### config.mk
export PLATFORM = sky130hd
export DESIGN_NAME = pc_next_unit
export DESIGN_NICKNAME = d
export VERILOG_FILES = /design/src/rtl/pcu_pkg.sv /design/src/rtl/pcu_decode.sv /design/src/rtl/pcu_cond.sv /design/src/rtl/pcu_target.sv /design/src/rtl/pc_next_unit.sv
export SDC_FILE = /design/constraint.sdc
export NUM_CORES = 1
export LEC_CHECK = 0
export BUFFER_PORTS_ARGS = -buffer_cell sky130_fd_sc_hd__buf_2
export CAP_MARGIN = 10
export CORE_ASPECT_RATIO = 1.2
export CORE_MARGIN = 2
export CORE_UTILIZATION = 53
export DETAILED_ROUTE_END_ITERATION = 12
export PLACE_DENSITY = 0.95
export SETUP_SLACK_MARGIN = 0.1
export SYNTH_ARGS = -nofsm -noshare
export SYNTH_HDL_FRONTEND = slang
export SYNTH_SLANG_ARGS = --single-unit
### constraint.sdc
create_clock -name clk_i -period 5.25 [get_ports clk_i]
set_clock_uncertainty 0.05 [all_clocks]
set_input_delay 0.525 -clock clk_i [delete_from_list [all_inputs] [get_ports clk_i]]
set_output_delay 0.525 -clock clk_i [all_outputs]
set_load 0.05 [all_outputs]
### src/rtl/pcu_pkg.sv
package pcu_pkg;
  localparam int unsigned OPC_W = 4;
  localparam logic [OPC_W-1:0] OPC_COND = 4'b0000;
  localparam logic [OPC_W-1:0] OPC_JREG = 4'b1100;
  localparam logic [OPC_W-1:0] OPC_TRAP = 4'b1111;

  typedef enum logic {
    ST_IDLE,
    ST_WAIT
  } pcu_state_e;

  typedef struct packed {
    logic is_cond;
    logic is_jreg;
    logic is_trap;
  } pcu_kind_t;
endpackage

### src/rtl/pcu_decode.sv
module pcu_decode
  import pcu_pkg::*;
#(
  parameter int unsigned XLEN  = 16,
  parameter int unsigned OFF_W = 9,
  parameter int unsigned VEC_W = 8,
  parameter int unsigned MSK_W = 3
) (
  input  logic [XLEN-1:0]  instr_i,
  output pcu_kind_t        kind_o,
  output logic [MSK_W-1:0] mask_o,
  output logic [OFF_W-1:0] off_o,
  output logic [VEC_W-1:0] vec_o
);
  localparam int unsigned OPC_LSB = XLEN - OPC_W;

  logic [OPC_W-1:0] opc;
  assign opc = instr_i[XLEN-1:OPC_LSB];

  always_comb begin
    kind_o.is_cond = (opc == OPC_COND);
    kind_o.is_jreg = (opc == OPC_JREG);
    kind_o.is_trap = (opc == OPC_TRAP);
  end

  assign mask_o = instr_i[OFF_W+MSK_W-1:OFF_W];
  assign off_o  = instr_i[OFF_W-1:0];
  assign vec_o  = instr_i[VEC_W-1:0];
endmodule

### src/rtl/pcu_cond.sv
module pcu_cond #(
  parameter int unsigned MSK_W = 3
) (
  input  logic [MSK_W-1:0] mask_i,
  input  logic [MSK_W-1:0] flags_i,
  output logic             take_o
);
  logic [MSK_W-1:0] hit;

  for (genvar g = 0; g < MSK_W; g++) begin : g_hit
    assign hit[g] = mask_i[g] & flags_i[g];
  end

  assign take_o = |hit;
endmodule

### src/rtl/pcu_target.sv
module pcu_target #(
  parameter int unsigned XLEN  = 16,
  parameter int unsigned OFF_W = 9
) (
  input  logic [XLEN-1:0]  pc_inc_i,
  input  logic [OFF_W-1:0] off_i,
  output logic [XLEN-1:0]  target_o
);
  localparam int unsigned EXT_W = XLEN - OFF_W;

  logic [XLEN-1:0] off_sx;
  assign off_sx   = {{EXT_W{off_i[OFF_W-1]}}, off_i};
  assign target_o = pc_inc_i + off_sx;
endmodule

### src/rtl/pc_next_unit.sv
module pc_next_unit
  import pcu_pkg::*;
#(
  parameter int unsigned XLEN     = 16,
  parameter int unsigned OFF_W    = 9,
  parameter int unsigned VEC_W    = 8,
  parameter int unsigned MSK_W    = 3,
  parameter logic [7:0]  HALT_VEC = 8'h25
) (
  input  logic             clk_i,
  input  logic             rst_ni,
  input  logic             instr_valid_i,
  input  logic [XLEN-1:0]  instr_i,
  input  logic [XLEN-1:0]  pc_inc_i,
  input  logic [MSK_W-1:0] flags_i,
  input  logic [XLEN-1:0]  base_i,
  input  logic [XLEN-1:0]  mem_rdata_i,
  input  logic             mem_rvalid_i,
  output logic             pc_valid_o,
  output logic [XLEN-1:0]  next_pc_o,
  output logic             taken_o,
  output logic             mem_rd_o,
  output logic [XLEN-1:0]  mem_addr_o,
  output logic             ret_we_o,
  output logic [XLEN-1:0]  ret_data_o,
  output logic             busy_o,
  output logic             halt_o
);
  localparam int unsigned PAD_W = XLEN - VEC_W;

  pcu_kind_t        kind;
  logic [MSK_W-1:0] mask;
  logic [OFF_W-1:0] off;
  logic [VEC_W-1:0] vec;
  logic             take;
  logic [XLEN-1:0]  target;

  pcu_decode #(.XLEN(XLEN), .OFF_W(OFF_W), .VEC_W(VEC_W), .MSK_W(MSK_W)) u_dec (
    .instr_i(instr_i),
    .kind_o (kind),
    .mask_o (mask),
    .off_o  (off),
    .vec_o  (vec)
  );

  pcu_cond #(.MSK_W(MSK_W)) u_cond (
    .mask_i (mask),
    .flags_i(flags_i),
    .take_o (take)
  );

  pcu_target #(.XLEN(XLEN), .OFF_W(OFF_W)) u_tgt (
    .pc_inc_i(pc_inc_i),
    .off_i   (off),
    .target_o(target)
  );

  pcu_state_e      state_q;
  logic            pc_valid_q, taken_q, mem_rd_q, ret_we_q, halt_q;
  logic [XLEN-1:0] next_pc_q, mem_addr_q, ret_data_q;
  logic            accept, br_take;
  logic [XLEN-1:0] seq_pc;

  assign accept  = instr_valid_i && (state_q == ST_IDLE) && !halt_q;
  assign br_take = kind.is_cond && take;

  always_comb begin
    if (kind.is_jreg)  seq_pc = base_i;
    else if (br_take)  seq_pc = target;
    else               seq_pc = pc_inc_i;
  end

  always_ff @(posedge clk_i or negedge rst_ni) begin
    if (!rst_ni) begin
      state_q    <= ST_IDLE;
      pc_valid_q <= 1'b0;
      taken_q    <= 1'b0;
      mem_rd_q   <= 1'b0;
      ret_we_q   <= 1'b0;
      halt_q     <= 1'b0;
      next_pc_q  <= '0;
      mem_addr_q <= '0;
      ret_data_q <= '0;
    end else begin
      pc_valid_q <= 1'b0;
      mem_rd_q   <= 1'b0;
      ret_we_q   <= 1'b0;
      unique case (state_q)
        ST_IDLE: begin
          if (accept) begin
            if (kind.is_trap) begin
              mem_rd_q   <= 1'b1;
              mem_addr_q <= {{PAD_W{1'b0}}, vec};
              ret_we_q   <= 1'b1;
              ret_data_q <= pc_inc_i;
              state_q    <= ST_WAIT;
              if (vec == HALT_VEC[VEC_W-1:0]) halt_q <= 1'b1;
            end else begin
              pc_valid_q <= 1'b1;
              next_pc_q  <= seq_pc;
              taken_q    <= kind.is_jreg | br_take;
            end
          end
        end
        ST_WAIT: begin
          if (mem_rvalid_i) begin
            pc_valid_q <= 1'b1;
            next_pc_q  <= mem_rdata_i;
            taken_q    <= 1'b1;
            state_q    <= ST_IDLE;
          end
        end
        default: state_q <= ST_IDLE;
      endcase
    end
  end

  assign pc_valid_o = pc_valid_q;
  assign next_pc_o  = next_pc_q;
  assign taken_o    = taken_q;
  assign mem_rd_o   = mem_rd_q;
  assign mem_addr_o = mem_addr_q;
  assign ret_we_o   = ret_we_q;
  assign ret_data_o = ret_data_q;
  assign busy_o     = (state_q == ST_WAIT);
  assign halt_o     = halt_q;
endmodule

==> flow_metrics.tcl <==
set metrics [dict create \
    finalHoldViolCount 0 \
    synth_edf_count 0 \
    powerDensity_nw_per_um2 334 \
    critPathRequiredTime_ps 5380 \
    post-cts-setup-buffers 0 \
    dieArea_sq_um 6340 \
    grtUsageTotal_pct 26.9 \
    grt_overflow 0 \
    crit_path_top_delay_cell "a221oi_1" \
    syn_to_final_growth_pct 21.1 \
    core_sq_um 5590 \
    num_io_pins 125 \
    antenna_found_initial 0 \
    avgSynthCellArea_sq_um 9.24 \
    synth_warnings 0 \
    first_global_vias 2917 \
    ys_seq_elements 45 \
    critPathKind "input port to register" \
    synth_most_common_cell "dfrtp_1" \
    cts_resized 0 \
    final_nets 523 \
    grt_max_degree 46 \
    drv_cap 0 \
    slew_headroom_pct 32.1 \
    yosys.area.top_type "dfrtp_1" \
    rr_endpoint "next_pc_o[11]$_DFFE_PN0P_" \
    crit_fanout 4 \
    endpoint_kind "register" \
    drt_iter0_markers 292 \
    postCtsHoldBufs 0 \
    synth-main-ff-cell "dfrtp_1" \
    start_kind "input port" \
    cts.clk_slew.worst_paths_ps 90 \
    clockBufferDepth 2 \
    layout_setup_ws_ps 2570 \
    diodes 0 \
    rsz0062_at_grt "no" \
    setup.worst_path.start "instr_i[0]" \
    start_util_pct 54.2 \
    drive_above_1_share_pct 35.7 \
    ys_top_cells_by_area "dfrtp_1 37%, mux2_2 9.3%, ha_1 6.2%" \
    clk_latency_ps 310 \
    drcViolationCount 0 \
    dr.pass1.iters 5 \
    r2r_setup_slack_ps 2630 \
    slew_violations 0 \
    gp_congestion 0.850 \
    wl_mm 8.46 \
    syn_area_sq_um 3030 \
    period_minus_slack_ps 2680 \
    fin_util_pct 65.6 \
    fmax_ghz 0.373 \
    ant_nets 0 \
    cpMostUsedCell "o21ai_0" \
    worstMarginPinSlew_ps 1020 \
    worstReg2RegStart "busy_o$_DFF_PN0_" \
    setup_viol 0 \
    min_path_type "input port to async pin" \
    async_flop_share_pct 100 \
    reg2regPathDepth 7 \
    cts_tree "yes" \
    grt_pass1_wl_mm 13.4 \
    period_share_pct 51.0 \
    vias_per_cell 6.13 \
    power.leakage_uw 0.00181 \
    cts-root-buf "clkbuf_8" \
    seq_area_frac_synth_pct 37.2 \
    cts_htree_levels 2 \
    status "complete, no violations" \
    routedWlPerCell_um 16.9 \
    io_buffers 116 \
    peakVddDrop_uv 202 \
    worstPathCellList "buf_2, ha_1, fa_1, a21o_1, a221oi_1, o21ai_0, a211o_1, a21oi_1, o21ai_0" \
    hpwl_mm 6.50 \
    rows 30 \
    vias 3073 \
    pre_cts_ws_ps 2310 \
    synthTopCellsByCount "45 x dfrtp_1, 30 x nand2_1, 26 x o21ai_0" \
    syn-instance-count 328 \
    max_stage_delay_ps 480 \
    arrival_ps 2800 \
    fin_tns_setup_ps 0 \
    netlist.area_leader.share_pct 37.2 \
    die_h_um 86.8 \
    die_w_um 73.0 \
    cts_num_sinks 45 \
    crit_end "next_pc_o[10]$_DFFE_PN0P_" \
    synth_cell_types 57 \
    cts_buffers 5 \
]
-- final cells by class --
type	count	area [sq um]
well taps	64	80.1
clock buffers	6	72.6
repair buffers	118	596
clock inverters	2	10.0
flip-flops and latches	45	1130
inverters	6	22.5
multi-input cells	260	1760
fillers	464	1920
-- per-layer routing --
layer	GRT usage (%)	share of wire (%)
met2	45.9	49
met4	10.8	3.8
met1	33.4	39
met5	0	0
met3	4.77	7.9
-- per-stage QoR --
step                std cells  hold WS [ps]  power [uW]  area [sq um]
floorplan                 335           179         869          3060
global placement          493           407         998          3590
detailed placement        493           428        1020          3590
CTS                       501           371        1230          3670
global route              501           416        1280          3670
finish                    501           340        1230          3670
-- report_power, final --
part,internal [uW],switching [uW]
clock,92.6,121
sequential,413,34.4
combinational,158,407
total,664,563
-- state kept, by name, summed over array words and instances (netlist names) --
| register | flops |
|---|---|
| pc_valid_o | 1 |
| mem_addr_o | 8 |
| halt_o | 1 |
| ret_data_o | 16 |
| next_pc_o | 16 |
| taken_o | 1 |
| ret_we_o | 1 |
| busy_o | 1 |
-- cells by family after synthesis --
| logic type | after synthesis | share of synthesized area [%] |
|---|---|---|
| xor+xnor | 8 | 2.31 |
| flops | 45 | 37.2 |
| compound gates | 103 | 22.0 |
| mux | 26 | 9.62 |
| other cells | 1 | 0.124 |
| fa+ha+maj | 16 | 6.85 |
| buf+inv | 30 | 5.57 |
| simple gates | 99 | 16.3 |
-- worst max-delay path: cells and delay by family --
kind                       cells  cell delay [ps]
buffers and inverters          1              110
adders and majority gates      2              640
AOI/OAI and AO/OA              6             1510
-- placed cells by master (no fill, tap or decap), drive strengths merged, types with 4 or more instances in the layout --
cell | Yosys | routed
o211ai | 6 | 6
nor2 | 25 | 25
nand2 | 30 | 30
clkbuf | 9 | 6
a31oi | 8 | 8
ha | 15 | 15
buf | 15 | 118
a21oi | 22 | 22
mux2 | 25 | 25
a21o | 8 | 8
o21ai | 27 | 27
inv | 5 | 5
xor2 | 5 | 5
nand3 | 10 | 10
conb | 1 | 8
or3 | 4 | 4
dfrtp | 45 | 45
and3 | 7 | 7
-- how the worst min path moves through the flow --
stage / startpoint / end / slack, ps
global placement: next_pc_o[0]$_DFFE_PN0P_ / next_pc_o[0]$_DFFE_PN0P_ / 410
CTS: rst_ni / ret_we_o$_DFF_PN0_ / 370
floorplan: rst_ni / busy_o$_DFF_PN0_ / 180
finish: rst_ni / ret_we_o$_DFF_PN0_ / 340
detailed placement: next_pc_o[1]$_DFFE_PN0P_ / next_pc_o[1]$_DFFE_PN0P_ / 430
global route: mem_rdata_i[6] / next_pc_o[6]$_DFFE_PN0P_ / 420
Power figures use the tool's default switching activity.
